<file path="config.mk">
export PLATFORM = sky130hd
export DESIGN_NAME = lane_word_aligner
export DESIGN_NICKNAME = d
export VERILOG_FILES = /design/src/rtl/lane_aligner_pkg.sv /design/src/rtl/bit_slip_shifter.sv /design/src/rtl/tp_matcher.sv /design/src/rtl/align_ctrl.sv /design/src/rtl/lane_word_aligner.sv
export SDC_FILE = /design/constraint.sdc
export NUM_CORES = 1
export LEC_CHECK = 0
export BUFFER_PORTS_ARGS = -buffer_cell sky130_fd_sc_hd__clkbuf_2
export CAP_MARGIN = 10
export CELL_PAD_IN_SITES_DETAIL_PLACEMENT = 0
export CELL_PAD_IN_SITES_GLOBAL_PLACEMENT = 1
export CORE_MARGIN = 2
export CORE_UTILIZATION = 45
export DETAILED_ROUTE_END_ITERATION = 10
export GPL_ROUTABILITY_DRIVEN = 0
export PLACE_DENSITY_LB_ADDON = 0.1
export SYNTH_ARGS = -nofsm -noshare
export SYNTH_HDL_FRONTEND = slang
export SYNTH_SLANG_ARGS = --single-unit
</file>
<file path="constraint.sdc">
create_clock -name clk -period 2.8 [get_ports clk]
set_clock_uncertainty 0.1 [all_clocks]
set_input_delay 0.56 -clock clk [delete_from_list [all_inputs] [get_ports clk]]
set_output_delay 0.56 -clock clk [all_outputs]
set_load 0.05 [all_outputs]
</file>
<file path="src/rtl/lane_aligner_pkg.sv">
package lane_aligner_pkg;

    parameter int WORD_W = 16;
    localparam int POS_W = $clog2(WORD_W);

    localparam logic [WORD_W-1:0] TP_CTL_VALUE  = 16'h0FFF;
    localparam logic [WORD_W-1:0] TP_DATA_VALUE = 16'hF000;

    typedef struct packed {
        logic [WORD_W-1:0] data;
        logic              ctl;
    } lane_word_t;

    typedef enum logic [1:0] {
        ST_SETTLE,
        ST_SEARCH,
        ST_LOCKED,
        ST_FAIL
    } ctrl_state_t;

    typedef enum logic [1:0] {
        PH_WAIT_GAP,
        PH_IDLE,
        PH_IN_CTL,
        PH_IN_DATA
    } match_phase_t;

    // Cut one word out of the two-word stream window, skipping k leading bits.
    function automatic logic [WORD_W-1:0] window_select(
        input logic [WORD_W-1:0] older,
        input logic [WORD_W-1:0] newer,
        input logic [POS_W-1:0]  k
    );
        logic [2*WORD_W-1:0] shifted;
        shifted = {older, newer} << k;
        return shifted[2*WORD_W-1 -: WORD_W];
    endfunction

endpackage

</file>
<file path="src/rtl/bit_slip_shifter.sv">
module bit_slip_shifter
    import lane_aligner_pkg::*;
(
    input  logic             clk,
    input  logic             rst,
    input  logic [POS_W-1:0] slip_pos,
    input  lane_word_t       raw_in,
    output lane_word_t       aligned_out
);
    lane_word_t prev_q;
    lane_word_t out_q;

    always_ff @(posedge clk) begin
        if (rst) begin
            prev_q <= '0;
            out_q  <= '0;
        end else begin
            prev_q       <= raw_in;
            out_q.data   <= window_select(prev_q.data, raw_in.data, slip_pos);
            out_q.ctl    <= prev_q.ctl;
        end
    end

    assign aligned_out = out_q;
endmodule

</file>
<file path="src/rtl/tp_matcher.sv">
module tp_matcher
    import lane_aligner_pkg::*;
#(
    parameter int RUN_LEN = 10
) (
    input  logic       clk,
    input  logic       rst,
    input  logic       clr,
    input  lane_word_t word_in,
    output logic       good,
    output logic       bad
);
    localparam int CNT_W = $clog2(RUN_LEN + 2);
    localparam logic [CNT_W-1:0] RUN_C = CNT_W'(RUN_LEN);
    localparam logic [CNT_W-1:0] SAT_C = CNT_W'(RUN_LEN + 1);

    match_phase_t     phase_q;
    logic [CNT_W-1:0] cnt_q;
    logic             good_q, bad_q;
    logic             is_ctl, is_data;

    assign is_ctl  = word_in.ctl  && (word_in.data == TP_CTL_VALUE);
    assign is_data = !word_in.ctl && (word_in.data == TP_DATA_VALUE);

    always_ff @(posedge clk) begin
        if (rst || clr) begin
            phase_q <= PH_WAIT_GAP;
            cnt_q   <= '0;
            good_q  <= 1'b0;
            bad_q   <= 1'b0;
        end else begin
            good_q <= 1'b0;
            bad_q  <= 1'b0;
            unique case (phase_q)
                PH_WAIT_GAP: if (!is_ctl) phase_q <= PH_IDLE;
                PH_IDLE: if (is_ctl) begin
                    phase_q <= PH_IN_CTL;
                    cnt_q   <= 1;
                end
                PH_IN_CTL: begin
                    if (is_ctl) begin
                        if (cnt_q != SAT_C) cnt_q <= cnt_q + 1'b1;
                    end else if (is_data && cnt_q == RUN_C) begin
                        phase_q <= PH_IN_DATA;
                        cnt_q   <= 1;
                    end else begin
                        bad_q   <= 1'b1;
                        phase_q <= PH_IDLE;
                    end
                end
                PH_IN_DATA: begin
                    if (is_data) begin
                        if (cnt_q != SAT_C) cnt_q <= cnt_q + 1'b1;
                    end else begin
                        if (cnt_q == RUN_C) good_q <= 1'b1;
                        else                bad_q  <= 1'b1;
                        if (is_ctl) begin
                            phase_q <= PH_IN_CTL;
                            cnt_q   <= 1;
                        end else begin
                            phase_q <= PH_IDLE;
                        end
                    end
                end
                default: phase_q <= PH_WAIT_GAP;
            endcase
        end
    end

    assign good = good_q;
    assign bad  = bad_q;


    good_bad_excl_chk: assert property (@(posedge clk) disable iff (rst)
        !(good_q && bad_q));
endmodule

</file>
<file path="src/rtl/align_ctrl.sv">
module align_ctrl
    import lane_aligner_pkg::*;
#(
    parameter int GOOD_NEED    = 2,
    parameter int SETTLE_WORDS = 4,
    parameter int SEARCH_WORDS = 48,
    parameter int BUDGET_WORDS = 4400
) (
    input  logic             clk,
    input  logic             rst,
    input  logic             lane_ok,
    input  logic             good,
    input  logic             bad,
    output logic             match_clr,
    output logic             slip_req,
    output logic [POS_W-1:0] slip_pos,
    output logic             locked,
    output logic             align_err,
    output logic             tp_err
);
    localparam int TMR_W = $clog2(SETTLE_WORDS + SEARCH_WORDS + 1);
    localparam int GC_W  = $clog2(GOOD_NEED + 1);
    localparam int BUD_W = $clog2(BUDGET_WORDS + 1);

    ctrl_state_t      state_q;
    logic [TMR_W-1:0] tmr_q;
    logic [GC_W-1:0]  gcnt_q;
    logic [BUD_W-1:0] bud_q;
    logic [POS_W-1:0] pos_q;
    logic             slip_q, tp_q;
    logic             training, g_in, b_in;

    assign training = (state_q == ST_SETTLE) || (state_q == ST_SEARCH);
    assign g_in     = (state_q == ST_SEARCH) && good;
    assign b_in     = (state_q == ST_SEARCH) && bad;

    always_ff @(posedge clk) begin
        if (rst) begin
            state_q <= ST_SETTLE;
            tmr_q   <= '0;
            gcnt_q  <= '0;
            bud_q   <= '0;
            pos_q   <= '0;
            slip_q  <= 1'b0;
            tp_q    <= 1'b0;
        end else begin
            slip_q <= 1'b0;
            if (training && bud_q != BUD_W'(BUDGET_WORDS)) bud_q <= bud_q + 1'b1;
            if (b_in) tp_q <= 1'b1;

            if (training && !lane_ok) begin
                state_q <= ST_FAIL;
            end else if (g_in && gcnt_q == GC_W'(GOOD_NEED - 1)) begin
                state_q <= ST_LOCKED;
            end else if (training && bud_q == BUD_W'(BUDGET_WORDS - 1)) begin
                state_q <= ST_FAIL;
            end else if (state_q == ST_SETTLE) begin
                if (tmr_q == TMR_W'(SETTLE_WORDS - 1)) begin
                    state_q <= ST_SEARCH;
                    tmr_q   <= '0;
                end else begin
                    tmr_q <= tmr_q + 1'b1;
                end
            end else if (state_q == ST_SEARCH) begin
                if (g_in) begin
                    gcnt_q <= gcnt_q + 1'b1;
                    tmr_q  <= '0;
                end else begin
                    if (b_in) gcnt_q <= '0;
                    if (tmr_q == TMR_W'(SEARCH_WORDS - 1)) begin
                        state_q <= ST_SETTLE;
                        tmr_q   <= '0;
                        gcnt_q  <= '0;
                        slip_q  <= 1'b1;
                        pos_q   <= (pos_q == POS_W'(WORD_W - 1)) ? '0 : pos_q + 1'b1;
                    end else begin
                        tmr_q <= tmr_q + 1'b1;
                    end
                end
            end
        end
    end

    assign match_clr = (state_q != ST_SEARCH);
    assign slip_req  = slip_q;
    assign slip_pos  = pos_q;
    assign locked    = (state_q == ST_LOCKED);
    assign align_err = (state_q == ST_FAIL);
    assign tp_err    = tp_q;


    slip_step_chk: assert property (@(posedge clk) disable iff (rst)
        (pos_q != $past(pos_q)) |-> (slip_q && pos_q == POS_W'($past(pos_q) + 1'b1)));

    lock_hold_chk: assert property (@(posedge clk) disable iff (rst)
        locked |=> (locked && !slip_q));

    lane_drop_chk: assert property (@(posedge clk) disable iff (rst)
        (!locked && !align_err && !lane_ok) |=> align_err);

    lock_err_excl_chk: assert property (@(posedge clk) disable iff (rst)
        !(locked && align_err));

    err_sticky_chk: assert property (@(posedge clk) disable iff (rst)
        align_err |=> align_err);

    tp_sticky_chk: assert property (@(posedge clk) disable iff (rst)
        tp_q |=> tp_q);

    budget_chk: assert property (@(posedge clk) disable iff (rst)
        (bud_q == BUD_W'(BUDGET_WORDS)) |-> !slip_q);
endmodule

</file>
<file path="src/rtl/lane_word_aligner.sv">
module lane_word_aligner
    import lane_aligner_pkg::*;
#(
    parameter int RUN_LEN         = 10,
    parameter int GOOD_NEED       = 2,
    parameter int SETTLE_WORDS    = 4,
    parameter int SEARCH_WORDS    = 48,
    parameter int BUDGET_PATTERNS = 220
) (
    input  logic              clk,
    input  logic              rst,
    input  logic [WORD_W-1:0] lane_word,
    input  logic              lane_ctl,
    input  logic              lane_ok,
    output logic [WORD_W-1:0] out_word,
    output logic              out_ctl,
    output logic              slip_req,
    output logic [POS_W-1:0]  slip_pos,
    output logic              locked,
    output logic              align_err,
    output logic              tp_err
);
    localparam int PATTERN_WORDS = 2 * RUN_LEN;
    localparam int BUDGET_WORDS  = BUDGET_PATTERNS * PATTERN_WORDS;

    lane_word_t raw_w, aligned_w;
    logic       clr_w, good_w, bad_w;

    assign raw_w.data = lane_word;
    assign raw_w.ctl  = lane_ctl;

    bit_slip_shifter u_shift (
        .clk         (clk),
        .rst         (rst),
        .slip_pos    (slip_pos),
        .raw_in      (raw_w),
        .aligned_out (aligned_w)
    );

    tp_matcher #(.RUN_LEN(RUN_LEN)) u_match (
        .clk     (clk),
        .rst     (rst),
        .clr     (clr_w),
        .word_in (aligned_w),
        .good    (good_w),
        .bad     (bad_w)
    );

    align_ctrl #(
        .GOOD_NEED    (GOOD_NEED),
        .SETTLE_WORDS (SETTLE_WORDS),
        .SEARCH_WORDS (SEARCH_WORDS),
        .BUDGET_WORDS (BUDGET_WORDS)
    ) u_ctrl (
        .clk       (clk),
        .rst       (rst),
        .lane_ok   (lane_ok),
        .good      (good_w),
        .bad       (bad_w),
        .match_clr (clr_w),
        .slip_req  (slip_req),
        .slip_pos  (slip_pos),
        .locked    (locked),
        .align_err (align_err),
        .tp_err    (tp_err)
    );

    assign out_word = aligned_w.data;
    assign out_ctl  = aligned_w.ctl;
endmodule

</file>
* Word-level counts from Yosys, hierarchy flattened *
Cells that the tools add are included.

word-level totals
  flip-flop bits (word level) = 71
  input port bits = 20
  logic and storage cells = 117

cells by class
  $add $sub $neg = 5
  equal/unequal tests = 24
  bitwise operators = 7
  mux-type cells = 37
  shift operators = 1
  reductions and logical operators = 28

operators with widths
  cell                                                                     number
  2-bit 2-to-1 mux                                                         17
  32-bit by 4-bit left shift with 32-bit output                            1
  6-bit 2-to-1 mux                                                         5
  4-bit 2-to-1 mux                                                         6
  16-bit by 12-bit equality test with 1-bit output, second input constant  1
  16-bit equality test, second input constant                              1
  13-bit by 1-bit adder with 13-bit output, second input constant          1
  13-bit equality test, second input constant                              1
  13-bit != test, second input constant                                    1
  4-bit case mux with 3 select lines                                       1
  4-bit AND reduction                                                      3
  5-bit != test, second input constant                                     2
  5-bit nonzero test                                                       2
  1-bit logical AND                                                        9
  4-bit by 1-bit adder with 4-bit output, second input constant            2
  2-bit equality test, second input constant                               4
  4-bit equality test, second input constant                               2
  2-bit case mux with 4 select lines                                       1
  1-bit inverter                                                           7
  7-bit AND reduction                                                      1
  7-bit OR reduction                                                       1
  6-bit by 1-bit adder with 6-bit output, second input constant            1
  2-bit by 1-bit equality test with 1-bit output, second input constant    3
  6-bit by 2-bit equality test with 1-bit output, second input constant    1
  other kinds (16)                                                         28

* Depth between registers and ports, before layout *
  depth after elaboration = 8
  mapped depth = 8
  gate-level depth less buffers = 7

* By module *
A second synthesis with hierarchy kept.

second synthesis, totals
  cell total of the unflattened synthesis = 400
  area total of the unflattened synthesis = 4,134.0 um^2

modules (own cells, without submodules)
  module            sequential area each (um^2)  area each (um^2)  cells an instance  times used
  bit_slip_shifter  680.7                        2,025.7           144                1
  align_ctrl        580.6                        1,461.4           179                1
  tp_matcher        160.2                        646.9             77                 1

* Worst setup path before layout *
Ideal clock, no wire load.

  kind = reg-to-reg
  start = register u_shift.out_q (netlist bit u_shift.aligned_out[0])
  end = register u_match.cnt_q[1]
  period minus slack after synthesis = 2,485 ps
  path slack = 315 ps
  buffers on the path = 0
  setup time = 120 ps
  stages on the path, launching flop included = 7
  data arrival time = 2,265 ps
  cells stage by stage = dfxtp_1 or4b_1 or4_4 or2_4 a21oi_4 a21oi_2 a211o_1

on the way
  longest elaborated chain between the ends = 5
  elaborated cells between the ends (all ways) = 10

ends and longest elaborated chain
  item                                                RTL line                source
  from (decl)                                         bit_slip_shifter.sv:11  lane_word_t out_q;
  1-bit zero test                                     tp_matcher.sv:23        assign is_data = !word_in.ctl && (word_in.data == TP_DATA_VALUE);
  1-bit logical AND                                   tp_matcher.sv:23
  1-bit logical AND                                   tp_matcher.sv:43        end else if (is_data && cnt_q == RUN_C) begin
  3-bit by 1-bit != test with 1-bit output (no line)  n/a
  2-bit AND reduction (no line)                       n/a
  to (signal assigned)                                tp_matcher.sv:42        if (cnt_q != SAT_C) cnt_q <= cnt_q + 1'b1;
  to (signal assigned)                                tp_matcher.sv:53        if (cnt_q != SAT_C) cnt_q <= cnt_q + 1'b1;
  to (decl)                                           tp_matcher.sv:18        logic [CNT_W-1:0] cnt_q;

Several ways; a longest one is shown, not always the timed one.
A chain may end at the register's enable or synchronous reset.

* Final worst setup path *
  start = register u_ctrl.bud_q[0]
  end = register u_ctrl.pos_q[2] (netlist: u_ctrl.slip_pos[2])

on the way
  longest elaborated chain between the ends = 4

ends and longest elaborated chain
  item                           RTL line          source
  from (decl)                    align_ctrl.sv:28  logic [BUD_W-1:0] bud_q;
  from (signal assigned)         align_ctrl.sv:48  if (training && bud_q != BUD_W'(BUDGET_WORDS)) bud_q <= bud_q + 1'b1;
  13-bit equality test           align_ctrl.sv:55  end else if (training && bud_q == BUD_W'(BUDGET_WORDS - 1)) begin
  1-bit logical AND              align_ctrl.sv:55
  1-bit inverter (no line)       n/a
  7-bit AND reduction (no line)  n/a
  to (signal assigned)           align_ctrl.sv:75  pos_q <= (pos_q == POS_W'(WORD_W - 1)) ? '0 : pos_q + 1'b1;
  to (decl)                      align_ctrl.sv:29  logic [POS_W-1:0] pos_q;

No other way between the ends.

==> run summary <==
The tightest min-delay check is of the input port to flop type. The total of endpoints with negative setup slack in the final report is 0. The tools report the total of max-cap violations as 0. The detail route stage leaves a number of antenna-violating nets equal to 0. After the last flow step, the layout net total stands at 501. Counting every net in the synthesized netlist gives 459. The met3 routed wirelength was 368 um; the buffer levels on the longest clock path was 2.

Data on the critical path is required at its endpoint by 2900 ps. For the worst-skew pair later-pin latency, the log shows 340 ps. The pre-antenna-repair detailed-routing pass consisted of 5 iterations. In the layout the commonest cells are sky130_fd_sc_hd__dfxtp_1, sky130_fd_sc_hd__clkbuf_2, sky130_fd_sc_hd__nor2_1, sky130_fd_sc_hd__nand2_1, sky130_fd_sc_hd__nor2b_1. In the finished design, the share of the clock period the worst path needs comes to 83.1%. The layout overhead on the synthesized area is 12.4%, and the number of gates resized after cts is 0. The total count of max-transition violations in the final report was 0. 0 antenna diodes ended up in the layout. The wire length of the first global-routing pass is 15.7 mm, and the deepest level of the CTS H-tree is 3. For the finished layout, the period the worst path requires is 2330 ps. The sort of element at the start of the critical path is a flop. The core region is 8300 um2. The sum of net half-perimeters after detailed placement is 6.96 mm, and the post-CTS setup buffer count is 0. The worst register-to-register path ends at u_ctrl.slip_pos[2]$_SDFFE_PP0P_. Pin placement for this block handled 45 I/O pins.

Logic depth of the worst register-to-register path: 7. Sequential cells were found to cover 36.4% of the synthesized design area. Post-synthesis async set-or-reset flop share: 0%. Counting the buffers created by CTS gives 9. Yosys mapped a number of flops with a built-in enable equal to 0. The cell area that synthesis handed to floorplanning was 3900 um2.

The port buffer count is 44. The most common cell after layout, fill and taps aside is sky130_fd_sc_hd__dfxtp_1. The data arrival time of the critical path came out at 2430 ps. Power spread over the standard cell area amounts to 451 nW/um2. A synthesized cell averages 9.03 um2. The run gives 784 as the total of fill cells in the finished design.

The startpoint identified for the worst hold timing path is lane_ctl. Combinational family with the most area after synthesis: simple AND/OR/NAND/NOR gates. Compound-cell area share of the yosys netlist: 13.9%. The logs give 2988 for the via count of the first global-routing pass and 326 ps for the worst hold slack. In the final routed layout, each cell accounts on average for 16.2 um. Clock tree synthesis found a total of 71 sinks. After synthesis, the netlist uses 56 different library cells.

The category of the worst setup path capture point was a flop. Endpoint of the worst hold-timing path: u_shift.prev_q[0]$_SDFF_PP0_. The number of placed instances, taps included, is 568. IR analysis of the VDD net gives a maximum drop of 281 uV.

The slew at the pin closest to its max-slew limit is 648 ps. Setup repair after global routing left no endpoint under its margin. The overall die width is 97.1 um. The number of hold violations in the final report is 0, and the height of the die is 97.1 um.

Number of cells in the finished layout apart from fillers: 582. The most used flip-flop cell after synthesis is sky130_fd_sc_hd__dfxtp_1. In this run the core area contains 33 standard-cell rows. TritonCTS built the clock tree. Detailed routing inserted a total of 3281 vias. In the synthesized netlist, the number of instances is 432. Cells with a size suffix above 1 make up 19.9% of the layout.

The met2 routed wirelength is 4.06 mm. Power comes to 1.98 mW. The initial utilization of the core area, before any placement, comes to 47.0%. The mux contribution to synthesized area was 15.7%. For this block, wires on met1 add up to 4.91 mm. The clock-pin slew of the registers on the worst-case setup and hold paths works out to 80 ps. The launching point of the worst reg2reg path is u_ctrl.bud_q[0]$_SDFFE_PP0P_. For this design the static power due to leakage is 1.65 nW.

The logs give 204 for the starting DRC count in detailed routing and 9430 um2 for the area enclosed by the die boundary. In the routed design, unresolved DRC markers number 0. Yosys printed 0 warnings.

The maximum number of pins on one net before global-route repair was 62. The tree is rooted in a sky130_fd_sc_hd__clkbuf_8. For this run, the top clock speed supported by timing is 430 MHz. The critical setup path kind is flop to flop. Initial antenna violation count: 0. Summed over all layers, the routed wires come to 9.44 mm. The share of the synthesized netlist area taken by xor and xnor gates works out to 3.37%.

The flow ran to the end, and the final reports show no timing, DRC or antenna violations. The worst hold path was traced through 2 stages. The count of hold-fix buffers inserted at cts is 0, and the top fanout value on the critical path is 5. Using the TritonRoute via totals, the vias-per-cell ratio works out to 5.64. The reg2reg setup slack is 470 ps.

Routed signal wires occupy layers up through met4. The synthesized netlist devotes 2.25% of its cell area to adder and majority cells. Global routing used 20.5% of the available tracks across all layers. The tightest slew margin relative to the limit was 56.4%. The total overflow reported by the global router was 0; the synthesized-area fraction occupied by and/or/nand/nor cells was 24.7%. In this run, synthesis produced a sequential element count of 71. Post-route setup TNS: 0 ps.
-- logic make-up (layout without fill, tap and decap cells) --
group           Yosys count  count (layout)
compound gates           78              78
xor+xnor                 15              15
fa+ha+maj                 7               7
buf+inv                  36              81
flops                    71              71
mux                      42              42
simple gates            183             183
-- sequential cells by signal (all words and copies together), names as in the netlist --
name,flops
u_ctrl.tmr_q,6
u_ctrl.gcnt_q,2
u_shift.aligned_out,17
u_match.bad,1
u_match.cnt_q,4
u_ctrl.state_q,2
u_match.good,1
u_ctrl.bud_q,13
u_match.phase_q,2
u_ctrl.tp_err,1
u_shift.prev_q,17
u_ctrl.slip_req,1
u_ctrl.slip_pos,4
-- cell type report --
cell class | count | area, um2 | share of cell area [%]
well taps | 105 | 131 | 3.00
clock inverters | 2 | 10.0 | 0.228
multi-input cells | 325 | 2340 | 53.3
inverters | 11 | 41.3 | 0.942
flip-flops and latches | 71 | 1420 | 32.4
clock buffers | 12 | 135 | 3.08
repair buffers | 56 | 310 | 7.08
-- synth_stat cells (7+ instances only) --
cell type,count,area [um2]
sky130_fd_sc_hd__nor2b_1,26,163
sky130_fd_sc_hd__a21oi_1,21,105
sky130_fd_sc_hd__xor2_1,9,78.8
sky130_fd_sc_hd__nor2_1,42,158
sky130_fd_sc_hd__mux2i_1,24,240
sky130_fd_sc_hd__dfxtp_1,71,1420
sky130_fd_sc_hd__inv_1,9,33.8
sky130_fd_sc_hd__clkbuf_1,19,71.3
sky130_fd_sc_hd__mux4_2,15,338
sky130_fd_sc_hd__nand4_1,8,50.1
sky130_fd_sc_hd__nand3_1,18,90.1
sky130_fd_sc_hd__ha_1,7,87.6
sky130_fd_sc_hd__nand2_1,39,146
sky130_fd_sc_hd__o21ai_0,12,60.1
sky130_fd_sc_hd__nor3_1,8,40.0
sky130_fd_sc_hd__a211oi_1,18,135
-- critical path, stage by stage, from the launching register on --
cell                      delay [ps]
sky130_fd_sc_hd__dfxtp_1         360
sky130_fd_sc_hd__ha_1            240
sky130_fd_sc_hd__and3_1          200
sky130_fd_sc_hd__a41o_1          310
sky130_fd_sc_hd__nor4_1          610
sky130_fd_sc_hd__nand2_1         150
sky130_fd_sc_hd__xnor2_1         160
sky130_fd_sc_hd__nor2_1           60
-- where the power goes --
| group | total (mW) | switching (mW) | internal (mW) |
|---|---|---|---|
| combinational | 0.227 | 0.140 | 0.0870 |
| clock | 0.675 | 0.364 | 0.310 |
| sequential | 1.08 | 0.0337 | 1.04 |
-- per-stage QoR --
step                worst slack (ps)  instance area [um2]  utilization, %
global route                     362                 4390            52.8
CTS                              487                 4390            52.8
floorplan                        315                 3900               -
global placement                 544                 4240            51.1
finish                           474                 4390            52.8
detailed placement               517                 4240            51.1
-- how the worst max path moves through the flow --
| stage | startpoint | to | slack, ps | depth (start not counted) |
|---|---|---|---|---|
| 6_report | u_ctrl.bud_q[0]$_SDFFE_PP0P_ | u_ctrl.slip_pos[2]$_SDFFE_PP0P_ | 470 | 7 |
| 5_1_grt | u_ctrl.bud_q[0]$_SDFFE_PP0P_ | u_ctrl.slip_pos[2]$_SDFFE_PP0P_ | 360 | 7 |
| 4_1_cts | u_ctrl.bud_q[0]$_SDFFE_PP0P_ | u_ctrl.slip_pos[2]$_SDFFE_PP0P_ | 490 | 7 |
| 3_5_place_dp | u_shift.aligned_out[13]$_SDFF_PP0_ | u_match.cnt_q[1]$_SDFFE_PP0P_ | 520 | 6 |
| 3_3_place_gp | u_ctrl.bud_q[0]$_SDFFE_PP0P_ | u_ctrl.slip_pos[2]$_SDFFE_PP0P_ | 540 | 7 |
| 2_1_floorplan | u_shift.aligned_out[0]$_SDFF_PP0_ | u_match.cnt_q[1]$_SDFFE_PP0P_ | 320 | 6 |
-- metal layers --
metal  track usage [%]  vias up
li1                  -     1665
met1              31.3     1540
met2              29.6       69
met3              3.67        7
met4              5.53        0
met5                 0        -
Power figures use the tool's default switching activity.
